===== src/rtl/btg_pkg.sv =====
package btg_pkg;
  localparam int unsigned BANKS  = 4;
  localparam int unsigned BANK_W = $clog2(BANKS);

  typedef enum logic [1:0] {
    OP_ACT   = 2'd0,
    OP_READ  = 2'd1,
    OP_WRITE = 2'd2,
    OP_PRE   = 2'd3
  } reqOp_e;

  // strobes from control to datapath, one bit per bank
  typedef struct packed {
    logic [BANKS-1:0] act;
    logic [BANKS-1:0] pre;
  } bankStb_t;

  function automatic int unsigned psToCycles(input int unsigned ps, input int unsigned clkPs);
    return (ps + clkPs - 1) / clkPs;
  endfunction
endpackage


===== src/rtl/btg_datapath.sv =====
module btg_datapath
  import btg_pkg::*;
#(
  parameter int unsigned CNT_W      = 7,
  parameter int unsigned RCD_CYC    = 5,
  parameter int unsigned RRD_CYC    = 3,
  parameter int unsigned RASMIN_CYC = 11,
  parameter int unsigned RASMAX_CYC = 100,
  parameter int unsigned WARN_CYC   = 92
) (
  input  logic             clk,
  input  logic             rstN,
  input  bankStb_t         stb,
  output logic [BANKS-1:0] openQ,
  output logic [BANKS-1:0] rcdOk,
  output logic [BANKS-1:0] rasMinOk,
  output logic [BANKS-1:0] nearMax,
  output logic             rrdOk
);
  localparam int unsigned RRD_W = $clog2(RRD_CYC + 1);

  logic [CNT_W-1:0] age [BANKS];

  for (genvar b = 0; b < BANKS; b++) begin : g_bank
    always_ff @(posedge clk) begin
      if (!rstN) begin
        openQ[b] <= 1'b0;
        age[b]   <= '0;
      end else if (stb.act[b]) begin
        openQ[b] <= 1'b1;
        age[b]   <= CNT_W'(1);
      end else if (stb.pre[b]) begin
        openQ[b] <= 1'b0;
        age[b]   <= '0;
      end else if (openQ[b] && age[b] != CNT_W'(RASMAX_CYC)) begin
        age[b] <= age[b] + CNT_W'(1);
      end
    end

    assign rcdOk[b]    = openQ[b] && (age[b] >= CNT_W'(RCD_CYC));
    assign rasMinOk[b] = openQ[b] && (age[b] >= CNT_W'(RASMIN_CYC));
    assign nearMax[b]  = openQ[b] && (age[b] >= CNT_W'(WARN_CYC));

    p_open_after_act_r2: assert property (@(posedge clk) disable iff (!rstN)
      stb.act[b] |=> openQ[b]);
    p_pre_min_r6: assert property (@(posedge clk) disable iff (!rstN)
      (stb.pre[b] && openQ[b]) |-> (age[b] >= CNT_W'(RASMIN_CYC)));
    p_idle_after_pre_r6: assert property (@(posedge clk) disable iff (!rstN)
      stb.pre[b] |=> !openQ[b]);
    p_force_clear_r8: assert property (@(posedge clk) disable iff (!rstN)
      stb.pre[b] |=> !nearMax[b]);
  end

  logic [RRD_W-1:0] sinceAct;

  always_ff @(posedge clk) begin
    if (!rstN) begin
      sinceAct <= RRD_W'(RRD_CYC);
    end else if (|stb.act) begin
      sinceAct <= RRD_W'(1);
    end else if (sinceAct < RRD_W'(RRD_CYC)) begin
      sinceAct <= sinceAct + RRD_W'(1);
    end
  end

  assign rrdOk = (sinceAct >= RRD_W'(RRD_CYC));

  p_rrd_gap_r5: assert property (@(posedge clk) disable iff (!rstN)
    (|stb.act) |-> (sinceAct >= RRD_W'(RRD_CYC)));
endmodule


===== src/rtl/btg_ctrl.sv =====
module btg_ctrl
  import btg_pkg::*;
(
  input  logic              clk,
  input  logic              rstN,
  input  logic              reqValid,
  input  logic [1:0]        reqOp,
  input  logic [BANK_W-1:0] reqBank,
  input  logic [BANKS-1:0]  bankOpen,
  input  logic [BANKS-1:0]  rcdOk,
  input  logic [BANKS-1:0]  rasMinOk,
  input  logic              rrdOk,
  output logic              reqReady,
  output bankStb_t          stb
);
  reqOp_e opDec;
  logic   grant;

  assign opDec = reqOp_e'(reqOp);

  always_comb begin
    unique case (opDec)
      OP_ACT:           reqReady = !bankOpen[reqBank] && rrdOk;
      OP_READ, OP_WRITE: reqReady = rcdOk[reqBank];
      OP_PRE:           reqReady = !bankOpen[reqBank] || rasMinOk[reqBank];
      default:          reqReady = 1'b0;
    endcase
  end

  assign grant = reqValid && reqReady;

  always_comb begin
    stb = '0;
    if (grant && opDec == OP_ACT) stb.act[reqBank] = 1'b1;
    if (grant && opDec == OP_PRE && bankOpen[reqBank]) stb.pre[reqBank] = 1'b1;
  end

  p_single_act_r5: assert property (@(posedge clk) disable iff (!rstN)
    $onehot0(stb.act));
  p_act_idle_r2: assert property (@(posedge clk) disable iff (!rstN)
    (|stb.act) |=> $countones(bankOpen) == $countones($past(bankOpen)) + 1);
endmodule


===== src/rtl/bank_timing_guard.sv =====
module bank_timing_guard
  import btg_pkg::*;
#(
  parameter int unsigned CLK_PERIOD_PS = 4000,
  parameter int unsigned T_RCD_PS      = 18000,
  parameter int unsigned T_RRD_PS      = 12000,
  parameter int unsigned T_RASMIN_PS   = 42000,
  parameter int unsigned T_RASMAX_PS   = 400000,
  parameter int unsigned FORCE_MARGIN  = 8
) (
  input  logic              clk,
  input  logic              rstN,
  input  logic              reqValid,
  input  logic [1:0]        reqOp,
  input  logic [BANK_W-1:0] reqBank,
  output logic              reqReady,
  output logic [BANKS-1:0]  bankOpen,
  output logic [BANKS-1:0]  forcePre
);
  localparam int unsigned RCD_CYC    = psToCycles(T_RCD_PS, CLK_PERIOD_PS);
  localparam int unsigned RRD_CYC    = psToCycles(T_RRD_PS, CLK_PERIOD_PS);
  localparam int unsigned RASMIN_CYC = psToCycles(T_RASMIN_PS, CLK_PERIOD_PS);
  localparam int unsigned RASMAX_CYC = psToCycles(T_RASMAX_PS, CLK_PERIOD_PS);
  localparam int unsigned WARN_CYC   = RASMAX_CYC - FORCE_MARGIN;
  localparam int unsigned CNT_W      = $clog2(RASMAX_CYC + 1);

  bankStb_t         stb;
  logic [BANKS-1:0] rcdOk;
  logic [BANKS-1:0] rasMinOk;
  logic             rrdOk;

  btg_ctrl u_ctrl (
    .clk      (clk),
    .rstN     (rstN),
    .reqValid (reqValid),
    .reqOp    (reqOp),
    .reqBank  (reqBank),
    .bankOpen (bankOpen),
    .rcdOk    (rcdOk),
    .rasMinOk (rasMinOk),
    .rrdOk    (rrdOk),
    .reqReady (reqReady),
    .stb      (stb)
  );

  btg_datapath #(
    .CNT_W      (CNT_W),
    .RCD_CYC    (RCD_CYC),
    .RRD_CYC    (RRD_CYC),
    .RASMIN_CYC (RASMIN_CYC),
    .RASMAX_CYC (RASMAX_CYC),
    .WARN_CYC   (WARN_CYC)
  ) u_dp (
    .clk      (clk),
    .rstN     (rstN),
    .stb      (stb),
    .openQ    (bankOpen),
    .rcdOk    (rcdOk),
    .rasMinOk (rasMinOk),
    .nearMax  (forcePre),
    .rrdOk    (rrdOk)
  );
endmodule


===== config.mk =====
export PLATFORM = sky130hd
export DESIGN_NAME = bank_timing_guard
export DESIGN_NICKNAME = d
export VERILOG_FILES = /design/src/rtl/btg_pkg.sv /design/src/rtl/btg_datapath.sv /design/src/rtl/btg_ctrl.sv /design/src/rtl/bank_timing_guard.sv
export SDC_FILE = /design/constraint.sdc
export NUM_CORES = 1
export LEC_CHECK = 0
export BUFFER_PORTS_ARGS = -buffer_cell sky130_fd_sc_hd__buf_2
export CELL_PAD_IN_SITES_DETAIL_PLACEMENT = 1
export CELL_PAD_IN_SITES_GLOBAL_PLACEMENT = 1
export CORE_ASPECT_RATIO = 0.6
export CORE_MARGIN = 1.5
export CORE_UTILIZATION = 43
export CTS_CLUSTER_SIZE = 30
export DETAILED_ROUTE_END_ITERATION = 7
export PLACE_DENSITY = 0.78
export SLEW_MARGIN = 20
export SYNTH_ARGS = -nofsm -noshare
export SYNTH_HDL_FRONTEND = slang
export SYNTH_SLANG_ARGS = --single-unit
export TNS_END_PERCENT = 1

===== constraint.sdc =====
create_clock -name clk -period 3.14 [get_ports clk]
set_clock_uncertainty 0.15 [all_clocks]
set_input_delay 0.785 -clock clk [delete_from_list [all_inputs] [get_ports clk]]
set_output_delay 0.785 -clock clk [all_outputs]
set_load 0.05 [all_outputs]

==> flow_summary.ini <==
[sta]
grt_setup_unrepaired = true
timing.setup.tns_ns = -0.1124
period_share = 1.036
hold_viol_final = 0
holdWs_ns = 0.3816
drv_slew = 0
period_needed_ns = 3.252
fmax_mhz = 307.5
slew_headroom = 0.5301
tightest_slew_ns = 0.7015
setup_viol = 1
fin_ws_ns = -0.1124

[global_route]
grt.total_usage = 0.2409
grt_max_degree = 34
grt_pass1_wl_um = 10830
antenna_found_initial = 0
grt_overflow = 0
grt_pass1_vias = 2103

[die]
die_y_um = 60.99
io_pins = 16
fp.dieW_um = 99.65
rows = 20
core-area_sq_um = 5230
initial_core_util = 0.4608
die-area_sq_um = 6077

[clock_network]
cts_tree = built
clock_sinks = 34
clockRootBuffer = clkbuf_8
cts_buffer_depth = 2
cts_inserted_buffers = 5
clk-insertion-delay-late_ns = 0.30
cts.htree.levels = 2
clkSlewWorstSetupHoldPaths_ns = 0.08

[yosys]
syn_inst = 254
synth_fp_nets = 277
synth_edf_count = 28
synthArstFlopShare = 0
ys_ff_latch = 34
yosys_most_used_dff = edfxtp_1
synth_cell_types = 44
ys_warn_count = 0
avgSynthCellArea_sq_um = 9.487
ys_seq_area_frac = 0.3988
syn_area_sq_um = 2410

[cells_and_area]
diodes = 0
drive_gt1_frac = 0.2303
fin_nets = 326
final-instance-count-excl-fill = 370
design_area_sq_um = 2908
area_delta_synth_final_pct = 20.66

[critical_path]
crit_type = register to output port
critical_path.endpoint_type = output port
startpoint = u_dp.age[2][1]$_SDFFCE_PN0P_
required_ns = 2.20
crit_fanout = 3
crit_path_start_kind = register
critPathArrivalTime_ns = 2.32
r2r-start = u_dp.age[2][1]$_SDFFCE_PN0P_

[place]
placement.io_buffers = 15
dpl_cell_area_sq_um = 2758
dp.cells = 357
dp_hpwl_um = 5032
place.gp.congestion = 0.8181

[route]
wl_met2_um = 2932
highest_layer = met4
drtIter0Drc = 88
ant_nets = 0
wl_met1_um = 3470
viasPerCell = 5.741
drt_wl_total_um = 6733
wl_per_cell_um = 18.20
first_pass_iters = 5
met3WireLength_um = 268
drc = 0
vias = 2124

[run_status]
status = finished with violations
violations = negative setup slack

[pwr]
p_per_area_nw_per_um2 = 383.0
power_uw = 1114
leakagePower_uw = 0.001274
max-vdd-ir-drop_mv = 0.1772

[run]
maxCapViolCount = 0

[min_path]
hp-start = u_dp.sinceAct[0]$_SDFFE_PP1N_
min-delay-path-class = register to register
==> registers in the layout (all words and copies together), names as in the netlist <==
register       cells
u_dp.openQ         4
u_dp.sinceAct      2
u_dp.age          28
==> repair_timing <==
action,in CTS,in global routing
setup endpoints to repair,22,22
endpoints found under the hold margin,0,0
resized for setup,7,3
setup buffers,5,0
pin swaps,6,5
hold buffers,0,0
==> through the flow <==
step                  util  setup slack, ns
floorplan                -          0.03832
detailed placement  0.5273         -0.06745
global route        0.5560          -0.2063
finish              0.5560          -0.1124
global placement    0.5273         -0.04978
CTS                 0.5545         -0.07000
==> per-layer routing <==
metal,up-vias,GRT usage
met2,34,0.3816
met1,1048,0.3407
met4,0,0.06439
met3,7,0.05069
met5,-,0
li1,1035,-
==> worst max-delay path, stage by stage, from the launching register on <==
cell       delay [ns]
edfxtp_1         0.43
ha_2             0.22
a211o_1          0.26
a2111oi_4        0.36
o221ai_2         0.18
o21a_1           0.23
nor2_2           0.15
nor2_4           0.05
buf_6            0.15
==> where the power goes <==
part / internal [uW] / leakage [uW] / switching [uW]
sequential: 520 / 0.000336 / 31.1
combinational: 111 / 0.000896 / 128
clock: 152 / 0.0000416 / 172
total: 782 / 0.00127 / 331
==> cell families after synthesis <==
kind of cell,share of synthesized area
muxes,0.01402
AOI/OAI and AO/OA,0.1625
DFF,0.3988
buffers and inverters,0.03790
adders and majority gates,0.08307
xor gates and xnor gates,0.07632
and+or+nand+nor,0.2274
==> cell usage after synthesis, drive strengths merged (6+ instances only) <==
| library cell | instances | share of area |
|---|---|---|
| and3 | 7 | 0.018 |
| dfxtp | 6 | 0.050 |
| edfxtp | 28 | 0.35 |
| ha | 16 | 0.083 |
| inv | 15 | 0.023 |
| nand2 | 18 | 0.028 |
| nand3 | 33 | 0.069 |
| nor2 | 23 | 0.036 |
| nor3 | 10 | 0.021 |
| o211a | 6 | 0.025 |
| o21ai | 14 | 0.029 |
| xnor2 | 10 | 0.036 |
| xor2 | 11 | 0.040 |
==> layout by cell type (no fill, tap or decap), types with 3 or more instances in the layout <==
| master | count |
|---|---|
| nor2_1 | 21 |
| or3b_4 | 3 |
| dfxtp_1 | 6 |
| nand4_1 | 3 |
| clkbuf_8 | 5 |
| nor3_1 | 10 |
| xor2_1 | 11 |
| buf_2 | 14 |
| nand3_1 | 33 |
| xnor2_1 | 10 |
| nand2_1 | 18 |
| and3_1 | 7 |
| inv_1 | 15 |
| edfxtp_1 | 28 |
| o211ai_1 | 4 |
| ha_1 | 15 |
| buf_4 | 33 |
| o21ai_0 | 14 |
| o31ai_1 | 3 |
| o211a_1 | 6 |
==> final timing paths <==
kind | depth (start not counted) | slack [ns] | to
worst max-delay path | 8 | -0.11 | reqReady
worst min-delay path | 2 | 0.38 | u_dp.sinceAct[0]$_SDFFE_PP1N_
worst max register to register | 9 | 0.08 | u_dp.age[1][0]$_DFFE_PP_
worst min register to register | 2 | 0.38 | u_dp.sinceAct[0]$_SDFFE_PP1N_
==> layout make-up <==
cell class / count / area, sq um
Sequential cell: 34 / 960.9
Timing Repair Buffer: 49 / 340.3
Inverter: 15 / 56.30
Clock inverter: 3 / 16.27
Clock buffer: 5 / 68.82
Fill cell: 620 / 2322
Multi-Input combinational cell: 198 / 1383
Tap cell: 66 / 82.58
Power figures use the tool's default switching activity.
